[src/rtl/pixclk_pkg.sv]
package pixclk_pkg;
  typedef enum logic [1:0] {
    ST_RUN   = 2'd0,
    ST_HOLD  = 2'd1,
    ST_ARMED = 2'd2
  } holdState_t;

  typedef struct packed {
    logic forceHigh;
    logic forceLow;
    logic flip;
  } outStrobe_t;
endpackage

[src/rtl/pixclk_ctrl.sv]
module pixclk_ctrl
  import pixclk_pkg::*;
#(
  parameter logic RESET_SRC_REF = 1'b1
) (
  input  logic       clk,
  input  logic       rst_n,
  input  logic       synthTick,
  input  logic       refTick,
  input  logic       loadEdge,
  input  logic       holdBit,
  input  logic       refSelBit,
  input  logic       posLevel,
  output outStrobe_t strobe,
  output logic       srcRef
);
  holdState_t state, nextState;
  logic srcTick;
  logic switchOk;

  assign srcTick = srcRef ? refTick : synthTick;

  always_comb begin
    nextState = state;
    strobe    = '0;
    switchOk  = 1'b0;
    unique case (state)
      ST_RUN: begin
        if (holdBit) begin
          nextState        = ST_HOLD;
          strobe.forceHigh = 1'b1;
        end else begin
          strobe.flip = srcTick;
          switchOk    = !posLevel && !srcTick;
        end
      end
      ST_HOLD: begin
        strobe.forceHigh = 1'b1;
        if (!holdBit) nextState = ST_ARMED;
      end
      ST_ARMED: begin
        if (holdBit) begin
          nextState        = ST_HOLD;
          strobe.forceHigh = 1'b1;
        end else if (loadEdge) begin
          nextState       = ST_RUN;
          strobe.forceLow = 1'b1;
        end
      end
      default: nextState = ST_RUN;
    endcase
  end

  always_ff @(posedge clk or negedge rst_n) begin
    if (!rst_n) begin
      state  <= ST_RUN;
      srcRef <= RESET_SRC_REF;
    end else begin
      state <= nextState;
      if (switchOk) srcRef <= refSelBit;
    end
  end

  AST_HOLD_LEVEL: assert property (@(posedge clk) disable iff (!rst_n)
    (state == ST_HOLD) |-> posLevel);
  AST_ARMED_WAITS: assert property (@(posedge clk) disable iff (!rst_n)
    (state == ST_ARMED && !holdBit && !loadEdge) |=> posLevel);
  AST_RELEASE_ON_LOAD: assert property (@(posedge clk) disable iff (!rst_n)
    (state == ST_ARMED && !holdBit && loadEdge) |=> !posLevel);
  AST_RUN_IGNORES_LOAD: assert property (@(posedge clk) disable iff (!rst_n)
    (state == ST_RUN && !holdBit && !srcTick) |=> $stable(posLevel));
  AST_SWITCH_WHEN_LOW: assert property (@(posedge clk) disable iff (!rst_n)
    (srcRef != $past(srcRef)) |-> !$past(posLevel));
endmodule

[src/rtl/pixclk_drive.sv]
module pixclk_drive
  import pixclk_pkg::*;
(
  input  logic       clk,
  input  logic       rst_n,
  input  outStrobe_t strobe,
  output logic       posQ,
  output logic       negQ
);
  always_ff @(posedge clk or negedge rst_n) begin
    if (!rst_n) begin
      posQ <= 1'b0;
      negQ <= 1'b1;
    end else if (strobe.forceHigh) begin
      posQ <= 1'b1;
      negQ <= 1'b0;
    end else if (strobe.forceLow) begin
      posQ <= 1'b0;
      negQ <= 1'b1;
    end else if (strobe.flip) begin
      posQ <= ~posQ;
      negQ <= ~negQ;
    end
  end

  AST_PAIR_OPPOSITE: assert property (@(posedge clk) disable iff (!rst_n)
    posQ != negQ);
  AST_ONE_STROBE: assert property (@(posedge clk) disable iff (!rst_n)
    $onehot0({strobe.forceHigh, strobe.forceLow, strobe.flip}));
  AST_FORCE_HIGH: assert property (@(posedge clk) disable iff (!rst_n)
    strobe.forceHigh |=> (posQ && !negQ));
endmodule

[src/rtl/pixclk_diff_out.sv]
module pixclk_diff_out
  import pixclk_pkg::*;
#(
  parameter logic RESET_SRC_REF = 1'b1
) (
  input  logic clk,
  input  logic rst_n,
  input  logic synthTick,
  input  logic refTick,
  input  logic loadEdge,
  input  logic holdBit,
  input  logic refSelBit,
  output logic clkPos,
  output logic clkNeg
);
  outStrobe_t strobe;
  logic srcRef;

  pixclk_ctrl #(.RESET_SRC_REF(RESET_SRC_REF)) u_ctrl (
    .clk       (clk),
    .rst_n     (rst_n),
    .synthTick (synthTick),
    .refTick   (refTick),
    .loadEdge  (loadEdge),
    .holdBit   (holdBit),
    .refSelBit (refSelBit),
    .posLevel  (clkPos),
    .strobe    (strobe),
    .srcRef    (srcRef)
  );

  pixclk_drive u_drive (
    .clk    (clk),
    .rst_n  (rst_n),
    .strobe (strobe),
    .posQ   (clkPos),
    .negQ   (clkNeg)
  );

  AST_HOLD_OUTPUTS: assert property (@(posedge clk) disable iff (!rst_n)
    holdBit |=> (clkPos && !clkNeg));
endmodule

[config.mk]
export PLATFORM = sky130hd
export DESIGN_NAME = pixclk_diff_out
export DESIGN_NICKNAME = d
export VERILOG_FILES = /design/src/rtl/pixclk_pkg.sv /design/src/rtl/pixclk_ctrl.sv /design/src/rtl/pixclk_drive.sv /design/src/rtl/pixclk_diff_out.sv
export SDC_FILE = /design/constraint.sdc
export NUM_CORES = 1
export LEC_CHECK = 0
export BUFFER_PORTS_ARGS = -buffer_cell sky130_fd_sc_hd__buf_2
export CAP_MARGIN = 20
export CELL_PAD_IN_SITES_DETAIL_PLACEMENT = 0
export CELL_PAD_IN_SITES_GLOBAL_PLACEMENT = 1
export CORE_AREA = 2 2 39 41
export CTS_CLUSTER_DIAMETER = 40
export DETAILED_ROUTE_END_ITERATION = 10
export DIE_AREA = 0 0 41 43
export GPL_TIMING_DRIVEN = 0
export PLACE_DENSITY = 0.48
export SLEW_MARGIN = 30
export SYNTH_ARGS = -nofsm -noshare
export SYNTH_HDL_FRONTEND = slang
export SYNTH_SLANG_ARGS = --single-unit
export TNS_END_PERCENT = 30
[constraint.sdc]
create_clock -name clk -period 3.96 [get_ports clk]
set_input_delay 0.594 -clock clk [delete_from_list [all_inputs] [get_ports clk]]
set_output_delay 0.594 -clock clk [all_outputs]
set_load 0.02 [all_outputs]
## Word level (Yosys, flattened, before mapping)

Index checks and enable logic that the tools add are counted.

- Eq/ne operators: 5
- Reduce and logical (&&, ||, !) cells: 7
- Bitwise gates (word level): 2
- Muxes and demuxes: 21

Operator list:

| kind | number |
|---|---|
| $mux W1 | 15 |
| $mux W2 | 4 |
| $pmux W2 S3 | 1 |
| $ne A2 B2 Y1 const B | 2 |
| $ne A3 B3 Y1 const B | 1 |
| $reduce_and A3 Y1 | 1 |
| $reduce_bool A3 Y1 | 1 |
| $eq A2 B1 Y1 const B | 1 |
| $eq A2 B2 Y1 const B | 1 |
| $logic_not A1 Y1 | 2 |
| $logic_not A2 Y1 | 1 |
| $not A1 Y1 | 2 |
| $pmux W1 S2 | 1 |
| $reduce_or A2 Y1 | 1 |
| $logic_and A1 B1 Y1 | 1 |

- Output and inout port bits: 2
- Register bits after elaboration: 5
- Word-level logic and storage cells: 39

## Depth between registers and ports, before layout

- Depth in word-level cells: 6
- Mapped depth: 4
- Mapped depth without buffers: 3

## Modules after synthesis

Synthesis repeated with hierarchy kept, for this count alone.

- Cells, all modules: 24
- Area total of the unflattened synthesis: 251.5 µm²

Modules (own cells, without submodules):

| module | cells an instance | area an instance (µm²) | times used | seq. area each (µm²) |
|---|---|---|---|---|
| pixclk_ctrl | 17 | 166.4 | 1 | 76.3 |
| pixclk_drive | 7 | 85.1 | 1 | 51.3 |

## Worst setup path after synthesis

No wires, ideal clock.

- Kind: in2reg
- Start: in holdBit
- End: reg u_ctrl.srcRef
- Cell stages on the path: 3
- Buffers on the path: 0
- Setup slack: 2465 ps
- Required time: 3875 ps
- Arrival: 1410 ps
- Path through: or2_4 > nor4b_4 > mux2_1

- Longest elaborated chain between the ends: 2

RTL lines:

| item | RTL line | text |
|---|---|---|
| from (decl) | pixclk_diff_out.sv:11 | `input logic holdBit,` |
| $mux W1 | pixclk_ctrl.sv:29 | `if (holdBit) begin` |
| $mux W1 | pixclk_ctrl.sv:27 | `unique case (state)` |
| to (signal assigned) | pixclk_ctrl.sv:60 | `if (switchOk) srcRef <= refSelBit;` |
| to (decl) | pixclk_ctrl.sv:15 | `output logic srcRef` |

No other way between the ends.
A chain may end at the register's enable or synchronous reset.

## Worst setup path in the final report

- Start: reg u_drive.negQ
- End: out clkNeg

RTL lines:

| item | RTL line | text |
|---|---|---|
| from (decl) | pixclk_drive.sv:8 | `output logic negQ` |
| from (signal assigned) | pixclk_drive.sv:22 | `negQ <= ~negQ;` |
| to (decl) | pixclk_diff_out.sv:14 | `output logic clkNeg` |

No word-level cell between the ends.

==> results by group <==
Status
  – Status: complete, no violations

Route
  – WL final: between 500 and 600 um
  – Avg WL per Cell: roughly 10 um
  – Pre-antenna DRT Iters: 2
  – Drt first-iter violations: 2
  – Routed vias: 251
  – Number of vias per cell: ~4.4
  – DRC Markers: 0
  – Post-route ant nets: 0

Timing
  – Actual slew at the worst max-slew pin: about 0.29 ns
  – Worst clock skew: roughly 0.0020 ns
  – Setup TNS: 0 ns
  – Fmax achieved: between 0.6 and 0.7 GHz
  – Tcrit/Tclk final: between 30% and 40%
  – Worst slew margin: 80.1%
  – Fin crit period: 1.55 ns
  – Final setup viols: 0
  – Worst Slack Setup Final: 2.41 ns
  – Hold Vio Cnt, Final: 0
  – Worst hold slack: approximately 0.15 ns
  – Max-slew violation count: 0
  – RSZ-0062 raised after global routing: no

Flow run
  – # Max-Cap Violations: 0

Critical path
  – Worst path slowest cell: dfstp_2
  – R2r endpoint: u_ctrl.srcRef
  – Worst Setup Path Type: flip-flop to output pin
  – R2R setup slack: 2.44 ns
  – Peak fanout along the critical path: 5
  – CP max stage delay: around 0.55 ns
  – Critical path depth: 1
  – FF-to-FF Start: u_ctrl.srcRef
  – Critical path buffer and inverter count: 1
  – R2R cell count: 3
  – Crit-path cells: buf_2
  – Critical Path RT: about 3.4 ns
  – Worst Path Arrival: about 0.96 ns
  – Crit path capture type: output pin
  – Cell family with most CP delay: flip-flops
  – Nature of the critical path startpoint: flip-flop

Clocking
  – Max clock buf depth: 2
  – # clock sinks: 5
  – Clock slew at reported path FFs: roughly 0.050 ns
  – Root Driver: clkbuf_4
  – CTS Buf Count: 3
  – Worst-Skew Late Latency: between 0.2 and 0.25 ns
  – Post-CTS resize count: 0
  – Count of hold buffers inserted by post-cts repair: 0
  – CTS tree: built
  – Post-CTS Setup Bufs: 0
  – CTS H-tree lvls: 1

Pwr
  – Flop pwr share: 42.2%
  – Worst VDD drop: roughly 0.17 mV
  – Power after layout: 0.173 mW
  – Clock power share: 35.7%
  – Leak Pwr: about 0.16 nW
  – Pwr/cell area: between 400 and 500 nW/um^2
  – Psw: roughly 0.05 mW
  – Switch share: 29.1%
  – Comb power frac: 22.1%
  – Internal power: about 0.12 mW

Placement
  – Post-DP HPWL: ~450 um
  – Placed inst area: 363 um^2
  – I/O Buffers: 8
  – GP Congestion: about 0.8
  – Pre-CTS WS: 2.29 ns

Synthesis
  – Syn Area/Cell: roughly 10 um^2
  – #FFs+latches synth: 5
  – Seq/Total Area, Yosys: 42.1%
  – Yosys cell types: 21
  – Synth area leaders: dfrtp_1 (25%), dfstp_2 (17%), nor4b_4 (7.9%)
  – Syn Nets: 36
  – Yosys warnings: 0
  – Synth Cell Area: between 300 and 400 um^2
  – Post-synthesis cell count: 29
  – Leading area contributor after synthesis: dfrtp_1
  – Post-synth top area share: approximately 25%

Floorplan
  – Die Area: approximately 1800 um^2
  – Die Wd: just over 40 um
  – IO Pins: 9
  – Rows: 14
  – Initial Utilization: 21.9%
  – Core area: roughly 1400 um^2
  – Die H: around 43 um

Final layout
  – Share of cells above drive strength 1: about two fifths
  – Post-Layout Inst Area: ~390 um^2
  – Most common cell after layout, fill and taps aside: buf_2
  – Diode count: 0
  – Nets: a little under 50
  – Fillers: roughly 150
  – Area Growth Syn to Fin: 28.5%
  – Commonest non-fill, non-tap cells in the layout: buf_2 (9), nor2_1 (3), clkbuf_4 (3), dfrtp_1 (3)

Global route
  – Antenna violations before repair: 0
  – Number of global-route vias before repair: between 200 and 300
  – Pin count of the biggest net entering global routing: 11
  – Remaining Overflow, GRT: 0
  – First-pass GRT wire length: around 1100 um
  – Overall routing resource usage: under 10%

Worst hold path
  – Hold WC Path Type: primary input to async pin
-- cells by family after synthesis --
| group | after synthesis | share of synthesized area, % |
|---|---|---|
| and+or+nand+nor | 15 | 35.1 |
| buffers and inverters | 2 | 2.89 |
| muxes | 3 | 11.6 |
| DFF | 5 | 42.1 |
| AOI/OAI and AO/OA | 4 | 8.27 |
-- synthesized netlist by cell type (all sizes together) --
cell,number
nand3b,1
a21oi,2
dfstp,2
mux2,1
and2,1
nand2b,2
dfrtp,3
o2bb2ai,1
nor4b,2
nor2,3
a31oi,1
inv,1
or4,1
nand2,1
nor3,2
or2,1
and3,1
mux2i,2
buf,1
-- registers in the layout (all words and copies together), names as in the netlist --
signal / flops
u_ctrl.state: 2
u_drive.posQ: 1
u_drive.negQ: 1
u_ctrl.srcRef: 1
-- power by group through the flow --
| stage | clock network (mW) | registers (mW) | logic, mW |
|---|---|---|---|
| floorplan | 0 | 0.0756 | 0.0248 |
| global placement | 0 | 0.0733 | 0.0388 |
| detailed placement | 0 | 0.0738 | 0.0389 |
| CTS | 0.0635 | 0.0731 | 0.0390 |
| global route | 0.0649 | 0.0746 | 0.0423 |
| finish | 0.0616 | 0.0729 | 0.0383 |
-- per-stage QoR --
stage / instances / utilization (%)
finish: 57 / 28.1
global route: 57 / 28.1
CTS: 57 / 28.1
detailed placement: 53 / 26.2
global placement: 53 / 26.2
floorplan: 29 / -
-- layout make-up --
type / count / area, um^2 / share of cell area, %
Clock buffer: 4 / 26.3 / 6.75
Tap cell: 16 / 20.0 / 5.14
Inverter: 1 / 3.75 / 0.965
Multi-Input combinational cell: 22 / 166 / 42.8
Timing Repair Buffer: 8 / 40.0 / 10.3
Buffer: 1 / 5.00 / 1.29
Sequential cell: 5 / 128 / 32.8
-- layer usage --
layer  up-vias  GRT usage (%)  part of all wire (%)
met3         0           4.71                   4.8
met4         0           6.00                     0
met1       115           11.1                    48
li1        131              -                     -
met5         -              0                     0
met2         5           12.5                    47
-- worst max path at each step --
stage,start,endpoint
after floorplan,holdBit,u_ctrl.srcRef
after global placement,holdBit,u_ctrl.srcRef
after detailed placement,holdBit,u_ctrl.srcRef
after CTS,u_drive.negQ,clkNeg
after global routing,u_drive.negQ,clkNeg
final,u_drive.negQ,clkNeg
(Power assumes the default switching activity.)
